`config.mk`:
```
export PLATFORM = sky130hd
export DESIGN_NAME = uart9_dma_steer
export DESIGN_NICKNAME = d
export VERILOG_FILES = /design/src/rtl/uart9_pkg.sv /design/src/rtl/uart9_rst_sync.sv /design/src/rtl/uart9_tx.sv /design/src/rtl/uart9_rx.sv /design/src/rtl/uart9_dma_steer.sv
export SDC_FILE = /design/constraint.sdc
export NUM_CORES = 1
export LEC_CHECK = 0
export BUFFER_PORTS_ARGS = -buffer_cell sky130_fd_sc_hd__buf_2
export CAP_MARGIN = 40
export CORE_MARGIN = 4
export CORE_UTILIZATION = 30
export DETAILED_ROUTE_END_ITERATION = 7
export SLEW_MARGIN = 40
export SYNTH_ARGS = -nofsm -noshare
export SYNTH_HDL_FRONTEND = slang
export SYNTH_SLANG_ARGS = --single-unit
export TNS_END_PERCENT = 1
```
`constraint.sdc`:
```
create_clock -name clk -period 2.9 [get_ports clk]
set_input_delay 0 -clock clk [delete_from_list [all_inputs] [get_ports clk]]
set_output_delay 0 -clock clk [all_outputs]
set_load 0.005 [all_outputs]
```
`src/rtl/uart9_pkg.sv`:
```
package uart9_pkg;
  localparam int DATA_W = 8;

  localparam logic [1:0] ADDR_DATA = 2'd0;
  localparam logic [1:0] ADDR_CTRL = 2'd1;
  localparam logic [1:0] ADDR_MODE = 2'd2;

  localparam int CB_DMA_RX = 5;
  localparam int CB_OVR_IE = 3;
  localparam int CB_FRM_IE = 1;

  typedef enum logic [1:0] {
    RX_IDLE  = 2'd0,
    RX_START = 2'd1,
    RX_DATA  = 2'd2,
    RX_STOP  = 2'd3
  } rx_state_t;
endpackage

```
`src/rtl/uart9_rst_sync.sv`:
```
module uart9_rst_sync (
  input  logic clk,
  input  logic rst_n,
  output logic srst_n
);
  logic [1:0] stage_q;

  always_ff @(posedge clk or negedge rst_n) begin
    if (!rst_n) stage_q <= '0;
    else        stage_q <= {stage_q[0], 1'b1};
  end

  assign srst_n = stage_q[1];
endmodule

```
`src/rtl/uart9_tx.sv`:
```
module uart9_tx #(
  parameter int CLKS_PER_BIT = 8,
  parameter int DATA_W       = 8
) (
  input  logic              clk,
  input  logic              rst_n,
  input  logic              load,
  input  logic              nine,
  input  logic [DATA_W:0]   word,
  output logic              txd,
  output logic              busy
);
  localparam int FRAME_MAX = DATA_W + 3;
  localparam int CW        = $clog2(CLKS_PER_BIT);
  localparam int LW        = $clog2(FRAME_MAX + 1);

  logic [FRAME_MAX-1:0] sh_q, sh_d;
  logic [CW-1:0]        cnt_q, cnt_d;
  logic [LW-1:0]        left_q, left_d;
  logic                 busy_q, busy_d;

  always_comb begin
    sh_d   = sh_q;
    cnt_d  = cnt_q;
    left_d = left_q;
    busy_d = busy_q;
    if (!busy_q) begin
      if (load) begin
        busy_d = 1'b1;
        cnt_d  = '0;
        sh_d   = nine ? {1'b1, word, 1'b0}
                      : {2'b11, word[DATA_W-1:0], 1'b0};
        left_d = nine ? LW'(FRAME_MAX) : LW'(FRAME_MAX - 1);
      end
    end else if (cnt_q == CW'(CLKS_PER_BIT - 1)) begin
      cnt_d  = '0;
      sh_d   = {1'b1, sh_q[FRAME_MAX-1:1]};
      left_d = left_q - LW'(1);
      if (left_q == LW'(1)) busy_d = 1'b0;
    end else begin
      cnt_d = cnt_q + CW'(1);
    end
  end

  always_ff @(posedge clk or negedge rst_n) begin
    if (!rst_n) begin
      busy_q <= 1'b0;
      cnt_q  <= '0;
      left_q <= '0;
    end else begin
      busy_q <= busy_d;
      cnt_q  <= cnt_d;
      left_q <= left_d;
    end
  end

  always_ff @(posedge clk) begin
    sh_q <= sh_d;
  end

  assign txd  = busy_q ? sh_q[0] : 1'b1;
  assign busy = busy_q;
endmodule

```
`src/rtl/uart9_rx.sv`:
```
module uart9_rx
  import uart9_pkg::*;
#(
  parameter int CLKS_PER_BIT = 8,
  parameter int DATA_W       = 8
) (
  input  logic            clk,
  input  logic            rst_n,
  input  logic            rxd,
  input  logic            nine,
  output logic            done,
  output logic [DATA_W:0] word,
  output logic            stop_ok
);
  localparam int CW   = $clog2(CLKS_PER_BIT);
  localparam int IW   = $clog2(DATA_W + 1);
  localparam int HALF = CLKS_PER_BIT / 2;

  rx_state_t       st_q, st_d;
  logic [CW-1:0]   cnt_q, cnt_d;
  logic [IW-1:0]   idx_q, idx_d;
  logic [IW-1:0]   last_idx;
  logic [DATA_W:0] sh_q, sh_d;
  logic            done_q, done_d;
  logic            stop_q, stop_d;
  logic            rx_m, rx_s, rx_p;

  assign last_idx = nine ? IW'(DATA_W) : IW'(DATA_W - 1);

  always_comb begin
    st_d   = st_q;
    cnt_d  = cnt_q + CW'(1);
    idx_d  = idx_q;
    sh_d   = sh_q;
    done_d = 1'b0;
    stop_d = stop_q;
    case (st_q)
      RX_IDLE: begin
        cnt_d = '0;
        if (!rx_s && rx_p) st_d = RX_START;
      end
      RX_START: begin
        if (cnt_q == CW'(HALF - 1)) begin
          cnt_d = '0;
          idx_d = '0;
          st_d  = rx_s ? RX_IDLE : RX_DATA;
        end
      end
      RX_DATA: begin
        if (cnt_q == CW'(CLKS_PER_BIT - 1)) begin
          cnt_d       = '0;
          sh_d[idx_q] = rx_s;
          if (idx_q == last_idx) st_d = RX_STOP;
          else                   idx_d = idx_q + IW'(1);
        end
      end
      default: begin
        if (cnt_q == CW'(CLKS_PER_BIT - 1)) begin
          cnt_d  = '0;
          done_d = 1'b1;
          stop_d = rx_s;
          st_d   = RX_IDLE;
        end
      end
    endcase
  end

  always_ff @(posedge clk or negedge rst_n) begin
    if (!rst_n) begin
      rx_m   <= 1'b1;
      rx_s   <= 1'b1;
      rx_p   <= 1'b1;
      st_q   <= RX_IDLE;
      cnt_q  <= '0;
      idx_q  <= '0;
      done_q <= 1'b0;
      stop_q <= 1'b1;
    end else begin
      rx_m   <= rxd;
      rx_s   <= rx_m;
      rx_p   <= rx_s;
      st_q   <= st_d;
      cnt_q  <= cnt_d;
      idx_q  <= idx_d;
      done_q <= done_d;
      stop_q <= stop_d;
    end
  end

  always_ff @(posedge clk) begin
    sh_q <= sh_d;
  end

  assign done    = done_q;
  assign word    = sh_q;
  assign stop_ok = stop_q;
endmodule

```
`src/rtl/uart9_dma_steer.sv`:
```
module uart9_dma_steer
  import uart9_pkg::*;
#(
  parameter int CLKS_PER_BIT = 8
) (
  input  logic       clk,
  input  logic       rst_n,
  input  logic       bus_wr,
  input  logic       bus_rd,
  input  logic [1:0] bus_addr,
  input  logic [7:0] bus_wdata,
  output logic [7:0] bus_rdata,
  input  logic       rxd,
  output logic       txd,
  output logic       rx_irq,
  output logic       err_irq,
  output logic       dma_req,
  input  logic       dma_ack
);
  logic            srst_n;
  logic            tx_busy, tx_load;
  logic            rx_done, rx_stop_ok, rx_load;
  logic [DATA_W:0] rx_word;

  logic [5:0]        ctrl_q, ctrl_d;
  logic              nine_q, nine_d;
  logic              full_q, full_d;
  logic              ovr_q, ovr_d;
  logic              frm_q, frm_d;
  logic              t8_q, r8_q;
  logic [DATA_W-1:0] rxbuf_q;

  logic wr_data, wr_ctrl, wr_mode, rd_data, rd_stat, rel_full;

  uart9_rst_sync u_rst (
    .clk    (clk),
    .rst_n  (rst_n),
    .srst_n (srst_n)
  );

  assign wr_data  = bus_wr && (bus_addr == ADDR_DATA);
  assign wr_ctrl  = bus_wr && (bus_addr == ADDR_CTRL);
  assign wr_mode  = bus_wr && (bus_addr == ADDR_MODE);
  assign rd_data  = bus_rd && (bus_addr == ADDR_DATA);
  assign rd_stat  = bus_rd && (bus_addr == ADDR_MODE);
  assign rel_full = rd_data || dma_ack;
  assign tx_load  = wr_data && !tx_busy;
  assign rx_load  = rx_done && !(full_q && !rel_full);

  uart9_tx #(.CLKS_PER_BIT(CLKS_PER_BIT), .DATA_W(DATA_W)) u_tx (
    .clk   (clk),
    .rst_n (srst_n),
    .load  (tx_load),
    .nine  (nine_q),
    .word  ({t8_q, bus_wdata}),
    .txd   (txd),
    .busy  (tx_busy)
  );

  uart9_rx #(.CLKS_PER_BIT(CLKS_PER_BIT), .DATA_W(DATA_W)) u_rx (
    .clk     (clk),
    .rst_n   (srst_n),
    .rxd     (rxd),
    .nine    (nine_q),
    .done    (rx_done),
    .word    (rx_word),
    .stop_ok (rx_stop_ok)
  );

  always_comb begin
    ctrl_d = ctrl_q;
    nine_d = nine_q;
    full_d = full_q;
    ovr_d  = ovr_q;
    frm_d  = frm_q;
    if (wr_ctrl) ctrl_d = bus_wdata[5:0];
    if (wr_mode) nine_d = bus_wdata[0];
    if (rd_stat) begin
      ovr_d = 1'b0;
      frm_d = 1'b0;
    end
    if (rel_full) full_d = 1'b0;
    if (rx_done) begin
      if (full_d) ovr_d  = 1'b1;
      else        full_d = 1'b1;
      if (!rx_stop_ok) frm_d = 1'b1;
    end
  end

  always_ff @(posedge clk or negedge srst_n) begin
    if (!srst_n) begin
      ctrl_q <= '0;
      nine_q <= 1'b0;
      full_q <= 1'b0;
      ovr_q  <= 1'b0;
      frm_q  <= 1'b0;
    end else begin
      ctrl_q <= ctrl_d;
      nine_q <= nine_d;
      full_q <= full_d;
      ovr_q  <= ovr_d;
      frm_q  <= frm_d;
    end
  end

  // Ninth-bit holders and receive buffer carry no reset term.
  always_ff @(posedge clk) begin
    if (wr_ctrl) t8_q <= bus_wdata[6];
  end

  always_ff @(posedge clk) begin
    if (rx_load) begin
      r8_q    <= nine_q ? rx_word[DATA_W] : rx_word[DATA_W-1];
      rxbuf_q <= rx_word[DATA_W-1:0];
    end
  end

  always_comb begin
    case (bus_addr)
      ADDR_DATA: bus_rdata = rxbuf_q;
      ADDR_CTRL: bus_rdata = {r8_q, t8_q, ctrl_q};
      ADDR_MODE: bus_rdata = {3'b000, tx_busy, frm_q, ovr_q, full_q, nine_q};
      default:   bus_rdata = '0;
    endcase
  end

  assign rx_irq  = full_q && !ctrl_q[CB_DMA_RX];
  assign dma_req = full_q &&  ctrl_q[CB_DMA_RX];
  assign err_irq = (ovr_q && ctrl_q[CB_OVR_IE]) || (frm_q && ctrl_q[CB_FRM_IE]);
endmodule

```
-- Word-level counts from Yosys, hierarchy flattened
Cells that the tools add are included.
- flip-flop bits (word level): 64
- bits of input ports: 16
- output and inout bits: 12
- word-level logic and storage cells: 122
- $add $sub $neg: 4
- $lt $le $gt $ge: 2
- eq/ne operators: 15
- mux-type cells: 46
- bitwise operators: 1
- reductions and logical operators: 32
- operator list (kind ; count):
    $mux 11 ; 3
    $mux 4 ; 7
    $pmux 8 s3 ; 1
    $mux 1 ; 18
    $mux 3 ; 5
    $logic_and 1x1->1 ; 14
    $mux 2 ; 6
    $mux 10 ; 1
    $bwmux 9 ; 1
    $ne 2x1->1 const B ; 4
    $pmux 4 s2 ; 1
    $add 3x1->3 const B ; 2
    $eq 3x3->1 const B ; 2
    $pmux 2 s3 ; 1
    $pmux 3 s2 ; 1
    $reduce_and 2->1 ; 3
    $logic_not 1->1 ; 5
    $lt 4x5->1 const B ; 1
    $reduce_and 5->1 ; 1
    $add 4x1->4 const B ; 1
    $demux 1 s4 ; 1
    $eq 2x1->1 const B ; 2
    $eq 2x2->1 const B ; 2
    $eq 4x1->1 const B ; 1
    12 further kinds ; 16

-- Longest topological paths before layout
Gate-level depths: netlist (run 1).
- depth after elaboration: 7
- gate-level depth with buffers: 6
- depth with buffers taken out: 6

-- By module
From an unflattened synthesis (run 1), not the netlist that was laid out.
- cells, all modules: 223
- area total of the unflattened synthesis: 2944.1 µm²
- by module, submodules not included (module ; instances ; cells an instance ; area an instance (µm²) ; sequential area each (µm²)):
    uart9_rx ; 1 ; 95 ; 1121.1 ; 625.6
    uart9_dma_steer ; 1 ; 62 ; 907.1 ; 550.5
    uart9_tx ; 1 ; 63 ; 862.1 ; 500.5
    uart9_rst_sync ; 1 ; 3 ; 53.8 ; 50.0

-- Least setup slack after synthesis (run 1)
OpenSTA, ideal clock, no wires.
- path kind: register to register
- start point: reg u_rx.cnt_q[0]
- end point: reg u_rx.sh_q[4] (netlist: u_rx.word[4]) (enable)
- setup time: 0.292 ns
- arrival time: 1.327 ns
- required time: 2.608 ns
- path slack: 1.281 ns
- cell stages (with the launch flop): 6
- buffers on the path: 0
- period minus slack after synthesis: 1.619 ns
- cells stage by stage: dfrtp_1 -> ha_1 -> ha_1 -> nand3b_4 -> nor3b_1 -> and2_1
- cells in the longest elaborated chain, start to end: 2
- RTL lines (what ; line ; text):
    start, declared ; uart9_rx.sv:20 ; logic [CW-1:0] cnt_q, cnt_d;
    start signal, assigned ; uart9_rx.sv:83 ; cnt_q <= cnt_d;
    $eq 3x3->1 ; uart9_rx.sv:50 ; if (cnt_q == CW'(CLKS_PER_BIT - 1)) begin
    $reduce_and 2->1 (no line) ; - ;
    end signal, assigned ; uart9_rx.sv:91 ; sh_q <= sh_d;
    end, declared ; uart9_rx.sv:23 ; logic [DATA_W:0] sh_q, sh_d;
No other way between the ends.
A chain may end at the register's enable or synchronous reset.

-- Final worst setup path (run 1)
- start point: reg u_tx.busy_q (netlist: u_tx.busy)
- end point: reg u_tx.sh_q[8] (enable)
- cells in the longest elaborated chain, start to end: 4
- elaborated cells on any way between the ends: 5
- classes of those cells: 1 x eq/ne; 4 x reduce/logical
- RTL lines (what ; line ; text):
    start, declared ; uart9_tx.sv:20 ; logic busy_q, busy_d;
    start signal, assigned ; uart9_tx.sv:51 ; busy_q <= busy_d;
    $logic_not 1->1 ; - ;
    $logic_and 1x1->1 ; uart9_dma_steer.sv:47 ; assign tx_load = wr_data && !tx_busy;
    $reduce_bool 2->1 (no line) ; - ;
    $reduce_and 2->1 (no line) * ; - ;
    end signal, assigned ; uart9_tx.sv:58 ; sh_q <= sh_d;
    end, declared ; uart9_tx.sv:17 ; logic [FRAME_MAX-1:0] sh_q, sh_d;
Every way passes the cells marked *; elsewhere a longest branch is shown, timed or not.

==> impl_metrics.ini, run 1 <==
[drt]
wl_met2_mm = 2.46
vias = 1825
highest-signal-layer = met4
met3WireLength_um = 281
routedWlPerCell_um = 12.5
drt_pass1_iterations = 4
antenna_violating_nets_left = 0
drtIter0Drc = 67
met1Wirelength_mm = 2.32
remaining_drc_errors = 0
postRouteWirelength_mm = 5.16
route.detailed.vias_per_inst = 4.41

[grt]
grt_use_total = 0.100
antenna_found_initial = 0
pin_count_of_the_biggest_net_entering_global_routing = 33
overflow = 0
vias_in_the_first_global_route = 1811
grt_first_pass_wirelength_mm = 8.77

[worst_setup_path]
critPathMaxFanout = 20
arrival_ps = 1820
timing.critical_path.required_ps = 2890
criticalPathCategory = reg -> reg
setup.worst_path.end_class = flop
rr_worst_depth = 2
crit_path_start_kind = flop

[logic_synthesis]
synth-seq-cells = 63
post_synth_inst_count = 235
cell_types_with_the_largest_area_share_after_synthesis = edfxtp_1 30%, dfrtp_1 26%, nand2_1 6.2%, ha_1 5.2%, mux2_2 4.3%
ys_async_sr_fraction = 0.540
synth_commonest_cells = 47 x nand2_1, 30 x dfrtp_1, 29 x edfxtp_1, 13 x nor2_1
seq_area_frac_synth = 0.604
synth_top_flop_cell = dfrtp_1
synth_largest_type_area_fraction = 0.304
synth.lib_cells_used.distinct = 43
ys.warnings.count = 0
synthesis.nets = 263
yosys.area.top_type = edfxtp_1
edff_count_synth = 29
syn-mean-instance-area_um2 = 12.2
syn_area_um2 = 2860
most_frequent_cell_after_synthesis = nand2_1

[cts]
clock-root-buffer = clkbuf_8
htreeDepth = 3
cts_made_buffers = 9
tritoncts = done
clock_latency_reported_for_the_late_side_of_the_worst_skew_pair_ps = 340
clk_path_buf_depth = 2
post_cts_resize_count = 0
cts_hold_repair.buffers = 12
clk_pin_slew_ps = 70
cts.sink_count = 63
buffers_inserted_during_post_cts_setup_optimization = 0

[power_and_ir_drop]
fin_total_pwr_mw = 2.00
power_report.internal_total_mw = 1.46
power_density_nw_per_um2 = 584
power.net_switching_mw = 0.543
comb_power_share = 0.115
pwr-share-seq = 0.546
clockPowerShare = 0.339
p_sw_frac = 0.271
maximum_vdd_drop_mv = 0.261
power.static_leakage_nw = 1.43

[floorplanning]
die_footprint_um2 = 11200
core_region_area_um2 = 9240
io_pins = 28
die_outline_height_um = 106
row_count = 35
chipWidth_um = 106
floorplan.initialDensity = 0.310

[status]
outcome = finished, final reports clean

[cells_and_area]
drive_above_1_share = 0.225
area_growth_syn_to_layout_pct = 19.8
fin_area_um2 = 3430
finish.net_count = 308
antenna-diode-count = 0

[sta]
clock-skew-final_ps = 8.00
worst_pin_slew_ps = 706
finalSetupViolations = 0
timing.final.hold_violations = 0
timing.max_slew.rel_slack = 0.527
timing.final.crit_period_ps = 1820
achievable-frequency_mhz = 548
final.period_utilization = 0.629
rsz0062_at_grt = false
slew_violations = 0
setup_total_negative_slack_ps = 0
setup_ws_ps = 1080

[placed_design]
detailedPlace.worstSlack_ps = 1070
gp_routability_congestion = 0.775
place_area_um2 = 3120
buffer_ports.inserted = 27
hpwl_mm = 3.76

[run]
max_cap_violations = 0

[min_path]
hold_depth = 3
hold_path.class = in -> reg
==> final cells by class <==
type | count | area (um2)
multi-input cells | 157 | 1060
flip-flops and latches | 63 | 1730
clock inverters | 6 | 45.0
inverters | 9 | 33.8
fillers | 914 | 5810
clock buffers | 10 | 138
well taps | 129 | 161
repair buffers | 40 | 263
==> logic make-up after synthesis <==
family	synth area share
other cells	0.00131
compound gates	0.0599
simple gates	0.169
fa+ha+maj	0.0525
mux	0.0818
xor+xnor	0.00613
buf+inv	0.0258
flops	0.604
==> cells in the final DEF (no fill, tap or decap), drive strengths merged, types with 2 or more instances in the layout <==
cell type and n:
nand3 4, a21oi 4, dfstp 4, ha 12, edfxtp 29, o21ai 12
nand2 47, inv 10, mux2i 11, buf 28, and3 3, nor4b 2
nor2b 3, clkinv 2, clkinvlp 3, nor2 13, clkbuf 10, nand3b 4
dlygate4sd3 12, a22o 2, mux2 11, dfrtp 30, and2 10, nand2b 2
==> per-stage QoR <==
step / hold slack, ps / instances / util
2_1_floorplan: -296 / 235 / -
3_3_place_gp: -212 / 386 / 0.338
3_5_place_dp: -211 / 386 / 0.338
4_1_cts: 19.5 / 414 / 0.371
5_1_grt: 42.8 / 414 / 0.371
6_report: 33.9 / 414 / 0.371
==> critical path, cell delays in order (launching register included) <==
cell and delay, ps:
dfrtp_1 770, nand2_1 290, nand2_1 410
==> power groups by stage <==
stage | logic (mW) | clock network (mW) | registers (mW)
2_1_floorplan | 0.197 | 0 | 1.07
3_3_place_gp | 0.220 | 0 | 1.11
3_5_place_dp | 0.223 | 0 | 1.11
4_1_cts | 0.237 | 0.702 | 1.10
5_1_grt | 0.263 | 0.751 | 1.11
6_report | 0.230 | 0.678 | 1.09
==> sequential cells by signal, summed over array words and instances (netlist names), 2 cells and up <==
signal         flops
u_rst.stage_q      2
u_tx.cnt_q         3
u_tx.sh_q         10
u_tx.left_q        4
rxbuf_q            8
u_rx.idx_q         4
u_rx.cnt_q         3
ctrl_q             6
u_rx.word          9
u_rx.st_q          2
==> worst paths after layout <==
path	slack, ps	endpoint	start
setup reg to reg	1080	u_tx.sh_q[8]	u_tx.busy
hold / removal	30	nine_q	bus_wr
hold reg to reg	260	u_tx.left_q[3]	u_rst.stage_q[1]
max in group asynchronous	2260	u_rst.stage_q[1]	rst_n
setup / recovery	1080	u_tx.sh_q[8]	u_tx.busy
min in group asynchronous	260	u_tx.left_q[3]	u_rst.stage_q[1]
==> layer usage <==
| layer | vias to the layer above | track usage |
|---|---|---|
| met5 | - | 0 |
| met4 | 0 | 0.0389 |
| met3 | 10 | 0.0392 |
| met2 | 34 | 0.159 |
| met1 | 878 | 0.123 |
| li1 | 903 | - |
No activity file was read; power rests on OpenSTA's default activity.
==> run 2: changes to the inputs <==
==> constraint.sdc (replaced) <==
create_clock -name clk -period 1.84 [get_ports clk]
set_input_delay 0 -clock clk [delete_from_list [all_inputs] [get_ports clk]]
set_output_delay 0 -clock clk [all_outputs]
set_load 0.005 [all_outputs]
==> run 2 against run 1 <==
Critical path depth is 3 higher; die area stayed put; design area is 3.0% higher; worst hold slack lost 5.9 ps; largest cell class unchanged; total power rose by 77%; count of clock-buffer cells in the layout is 1 lower; worst setup slack got worse by 910 ps; final cell count increased by 0.97%; combinational power rose by 67%.
==> impl_metrics.ini, run 2 (synthesized netlist as in run 1, its figures left out) <==
[status]
outcome = finished, final reports clean

[worst_setup_path]
rr_endpoint = u_rx.idx_q[3]
arrival_ps = 1940
criticalPathCategory = reg -> reg
setup.worst_path.end_class = flop
critPathMaxFanout = 6
cp_cell_sequence = ha_1, ha_2, nand3b_4, or4b_1, a21boi_1
cp_slowest_stage_delay_ps = 530
timing.critical_path.slowest_stage_cell = or4b_1
worstReg2RegStart = u_rx.cnt_q[0]
timing.critical_path.required_ps = 2110
rr_worst_depth = 5
crit_path_start_kind = flop
worst-r2r-setup-slack_ps = 170

[sta]
achievable-frequency_mhz = 599
timing.final.hold_violations = 0
clock-skew-final_ps = 9.42
finalSetupViolations = 0
final.period_utilization = 0.908
rsz0062_at_grt = false
timing.final.crit_period_ps = 1670
timing.hold.ws_ps = 28.1
setup_total_negative_slack_ps = 0
slew_violations = 0

[power_and_ir_drop]
comb_power_share = 0.108
maximum_vdd_drop_mv = 0.625
pwr-share-seq = 0.484
p_sw_frac = 0.241
fin_total_pwr_mw = 3.54
clockPowerShare = 0.407
power_report.internal_total_mw = 2.68
power.net_switching_mw = 0.852
power_density_nw_per_um2 = 1000
power.static_leakage_nw = 1.49

[drt]
antenna_violating_nets_left = 0
routedWlPerCell_um = 12.3
remaining_drc_errors = 0
drt_pass1_iterations = 5
postRouteWirelength_mm = 5.14
route.detailed.vias_per_inst = 4.38
drtIter0Drc = 56
vias = 1832

[floorplanning]
die_outline_height_um = 106
row_count = 35
io_pins = 28
chipWidth_um = 106
core_region_area_um2 = 9240
floorplan.initialDensity = 0.310
die_footprint_um2 = 11200

[cells_and_area]
finish.net_count = 312
largest_register_ffs = 10
antenna-diode-count = 0
area_growth_syn_to_layout_pct = 23.4
layout.cells.most_common = nand2_1
layout.cells.non_filler = 418
drive_above_1_share = 0.246
regMostFlops = u_tx.sh_q
most-common-layout-cells = 47 x nand2_1, 30 x dfrtp_1, 29 x edfxtp_1, 27 x buf_2, 13 x nor2_1
fin_util = 0.382

[cts]
htreeDepth = 3
tritoncts = done
cts.sink_count = 63
clk_path_buf_depth = 2
cts_made_buffers = 9
clock-root-buffer = clkbuf_8
clk_pin_slew_ps = 80
clock_latency_reported_for_the_late_side_of_the_worst_skew_pair_ps = 340

[min_path]
min-delay-start = bus_wr
hold_depth = 3
hold_path.class = in -> reg
min_delay_worst_endpoint = nine_q

[grt]
grt_use_total = 0.106
vias_in_the_first_global_route = 1905
antenna_found_initial = 0
pin_count_of_the_biggest_net_entering_global_routing = 33
overflow = 0
grt_first_pass_wirelength_mm = 9.16

[placed_design]
dp_cells = 390
buffer_ports.inserted = 27
hpwl_mm = 3.76
gp_routability_congestion = 0.748

[run]
max_cap_violations = 0
==> run 2: cell types whose count changed in the layout (fill, tap and decap cells not counted), sizes merged <==
cell,change
buf,+4
bufinv,+3
clkbuf,-1
clkinvlp,-2
==> run 2: worst max-delay path by stage <==
stage | end | start | cells after the start
6_report | u_rx.idx_q[3] | u_rx.cnt_q[0] | 5
4_1_cts | u_rx.word[3] | u_rx.cnt_q[0] | 5
5_1_grt | u_rx.idx_q[3] | u_rx.cnt_q[0] | 5
3_5_place_dp | u_rx.word[6] | u_rx.cnt_q[0] | 5
3_3_place_gp | u_rx.word[4] | u_rx.cnt_q[0] | 5
2_1_floorplan | u_rx.word[4] | u_rx.cnt_q[0] | 5
==> run 2: what timing repair did <==
item,in CTS,in global routing
hold endpoints to repair,21,0
endpoints found under the setup margin,2,8
resized for setup,1,2
buffers inserted,0,0
hold buffers,12,0
==> run 2: cell type report <==
type | count | area, um2
clock inverter | 7 | 120
sequential | 63 | 1730
clock buffer | 9 | 124
timing repair buffer | 44 | 293
tap | 129 | 161
multi-input combinational | 157 | 1070
inverter | 9 | 33.8
fill | 886 | 5710
==> run 2: power groups by stage <==
stage	Combinational [mW]	Sequential (mW)	Clock, mW
after floorplan	0.311	1.69	0
after detailed placement	0.373	1.75	0
after CTS	0.394	1.72	1.49
final	0.384	1.71	1.44
after global routing	0.441	1.74	1.56
after global placement	0.362	1.74	0
==> run 2: layer usage <==
layer  global-route usage  vias to the layer above  wire (um)
met4               0.0444                        0         68
met5                    0                        -          0
met2                0.169                       28       2510
li1                     -                      912          -
met1                0.129                      885       2370
met3               0.0392                        7        197
==> run 2: worst max-delay path, delay by kind of cell (launching register included) <==
family,cells,cell delay [ps]
flip-flops,1,350
AO/OA/AOI/OAI,1,140
AND/OR/NAND/NOR,2,660
adder cells (fa/ha/maj),2,450
==> run 2: stage by stage <==
stage                     area (um2)  setup WS (ps)
after floorplan                 2860            221
after global placement          3150           63.9
after detailed placement        3150           17.1
after CTS                       3520           98.4
after global routing            3530           4.92
final                           3530            170
==> run 3: changes to the inputs <==
==> constraint.sdc (replaced) <==
create_clock -name clk -period 1.78 [get_ports clk]
set_input_delay 0 -clock clk [delete_from_list [all_inputs] [get_ports clk]]
set_output_delay 0 -clock clk [all_outputs]
set_load 0.005 [all_outputs]
==> run 3 against run 2 <==
Non-clock buffer count is 3 higher; largest cell class unchanged; highest routed layer unchanged; critical endpoint unchanged; critical path depth unchanged; clock skew fell by 1.4 ps; first-iteration DRC count rose by 140%; sequential share of layout area grew 0.14 points; sequential power up 4%; global-route usage is 0.11 points lower; total power shrank 3.4%.
==> impl_metrics.ini, run 3 (synthesized netlist as in run 1, its figures left out) <==
[status]
outcome = finished, final reports clean

[worst_setup_path]
crit_path_start_kind = flop
setup.worst_path.start = u_rx.cnt_q[0]
setup.worst_path.end_class = flop
timing.critical_path.slowest_stage_cell = or4b_1
cpMostUsedCell = ha_1
crit_end = u_rx.idx_q[3]
cp.buffers_inverters = 0
cp_top_family = simple AND/OR/NAND/NOR gates
crit_path_depth = 5
criticalPathCategory = reg -> reg
arrival_ps = 1920
worst-r2r-setup-slack_ps = 130
cp_cell_sequence = ha_1, ha_1, nand3b_4, or4b_1, a21boi_1
cp_slowest_stage_delay_ps = 530
critPathMaxFanout = 6
worstReg2RegStart = u_rx.cnt_q[0]
timing.critical_path.required_ps = 2050
rr_worst_depth = 5
rr_endpoint = u_rx.idx_q[3]

[run]
max_cap_violations = 0

[sta]
finalSetupViolations = 0
rsz0062_at_grt = false
clock-skew-final_ps = 8.06
setup_total_negative_slack_ps = 0
final.period_utilization = 0.930
timing.final.hold_violations = 0
timing.hold.ws_ps = 35.3
achievable-frequency_mhz = 604
timing.final.crit_period_ps = 1650
slew_violations = 0

[placed_design]
buffer_ports.inserted = 27
gp_routability_congestion = 0.761
hpwl_mm = 3.85

[drt]
drt_pass1_iterations = 4
routedWlPerCell_um = 12.6
drtIter0Drc = 137
antenna_violating_nets_left = 0
remaining_drc_errors = 0
vias = 1845
postRouteWirelength_mm = 5.30
route.detailed.vias_per_inst = 4.38

[grt]
grt_use_total = 0.105
grt_first_pass_wirelength_mm = 9.16
vias_in_the_first_global_route = 1904
overflow = 0
antenna_found_initial = 0
pin_count_of_the_biggest_net_entering_global_routing = 33

[cells_and_area]
area_growth_syn_to_layout_pct = 23.1
regMostFlops = u_tx.sh_q
area.sequential_um2 = 1730
most-common-layout-cells = 46 x nand2_1, 30 x dfrtp_1, 29 x edfxtp_1, 27 x buf_2, 13 x nor2_1
drive_above_1_share = 0.253
largest_register_ffs = 10
antenna-diode-count = 0
combined_area_of_the_multi_input_logic_cells_um2 = 1070
finish.net_count = 315
n_fill_cell = 903
layout.cells.most_common = nand2_1

[cts]
htreeDepth = 3
buffers_inserted_during_post_cts_setup_optimization = 0
cts_made_buffers = 9
clock_latency_reported_for_the_late_side_of_the_worst_skew_pair_ps = 340
tritoncts = done
clk_path_buf_depth = 2
cts.sink_count = 63
clock-root-buffer = clkbuf_8
clk_pin_slew_ps = 70

[floorplanning]
die_footprint_um2 = 11200
io_pins = 28
chipWidth_um = 106
floorplan.initialDensity = 0.310
row_count = 35
core_region_area_um2 = 9240
die_outline_height_um = 106

[power_and_ir_drop]
power.net_switching_mw = 0.898
clockPowerShare = 0.365
p_sw_frac = 0.263
power_report.internal_total_mw = 2.52
comb_power_share = 0.116
power_density_nw_per_um2 = 971
fin_total_pwr_mw = 3.42
power.static_leakage_nw = 1.48
maximum_vdd_drop_mv = 0.344
pwr-share-seq = 0.519

[min_path]
hold_path.class = in -> reg
## run 3: worst reg2reg max path, cell delays in order (launching register included)
cell,delay [ps]
dfrtp_1,350
ha_1,200
ha_1,230
nand3b_4,140
or4b_1,530
a21boi_1,130
## run 3: power by group through the flow
stage / combinational (mW) / sequential [mW] / clock, mW
after floorplan: 0.321 / 1.75 / 0
after global placement: 0.374 / 1.81 / 0
after detailed placement: 0.382 / 1.81 / 0
after CTS: 0.405 / 1.78 / 1.30
after global routing: 0.463 / 1.80 / 1.36
final: 0.396 / 1.77 / 1.25
## run 3: what timing repair did
action / in CTS / in global routing
setup endpoints to repair: 0 / 15
hold buffers: 12 / 0
gates resized for setup: 0 / 3
hold endpoints to repair: 21 / 0
## run 3: area by class of cell
type,instances,area share
Inverter,9,0.00959
Clock buffer,11,0.0494
Timing Repair Buffer,47,0.0896
Multi-Input combinational cell,157,0.305
Clock inverter,5,0.0107
Sequential cell,63,0.490
Tap cell,129,0.0458
## run 3: layer usage
| layer | GRT usage | share of wire | routed length [um] | up-vias |
|---|---|---|---|---|
| met1 | 0.130 | 0.46 | 2460 | 882 |
| met5 | 0 | 0 | 0 | - |
| met3 | 0.0380 | 0.047 | 251 | 5 |
| met4 | 0.0361 | 0.0091 | 48 | 0 |
| met2 | 0.168 | 0.48 | 2540 | 40 |
| li1 | - | - | - | 918 |
## run 3: metrics by stage
stage                     setup slack (ps)  utilization  instances  cell area (um2)
after floorplan                        161            -        235             2860
after global placement                92.6        0.344        393             3180
after detailed placement              25.7        0.344        393             3180
after CTS                             9.85        0.380        421             3510
after global routing                  41.7        0.381        421             3520
final                                  125        0.381        421             3520
## run 3: worst min path at each step
stage	start	endpoint	slack [ps]	cells past startpoint
3_3_place_gp	rst_n	u_rst.stage_q[1]	-210	1
4_1_cts	bus_wr	nine_q	10	3
3_5_place_dp	rst_n	u_rst.stage_q[1]	-210	1
2_1_floorplan	rst_n	u_rst.stage_q[0]	-300	0
6_report	bus_wr	nine_q	40	3
5_1_grt	bus_wr	nine_q	20	3
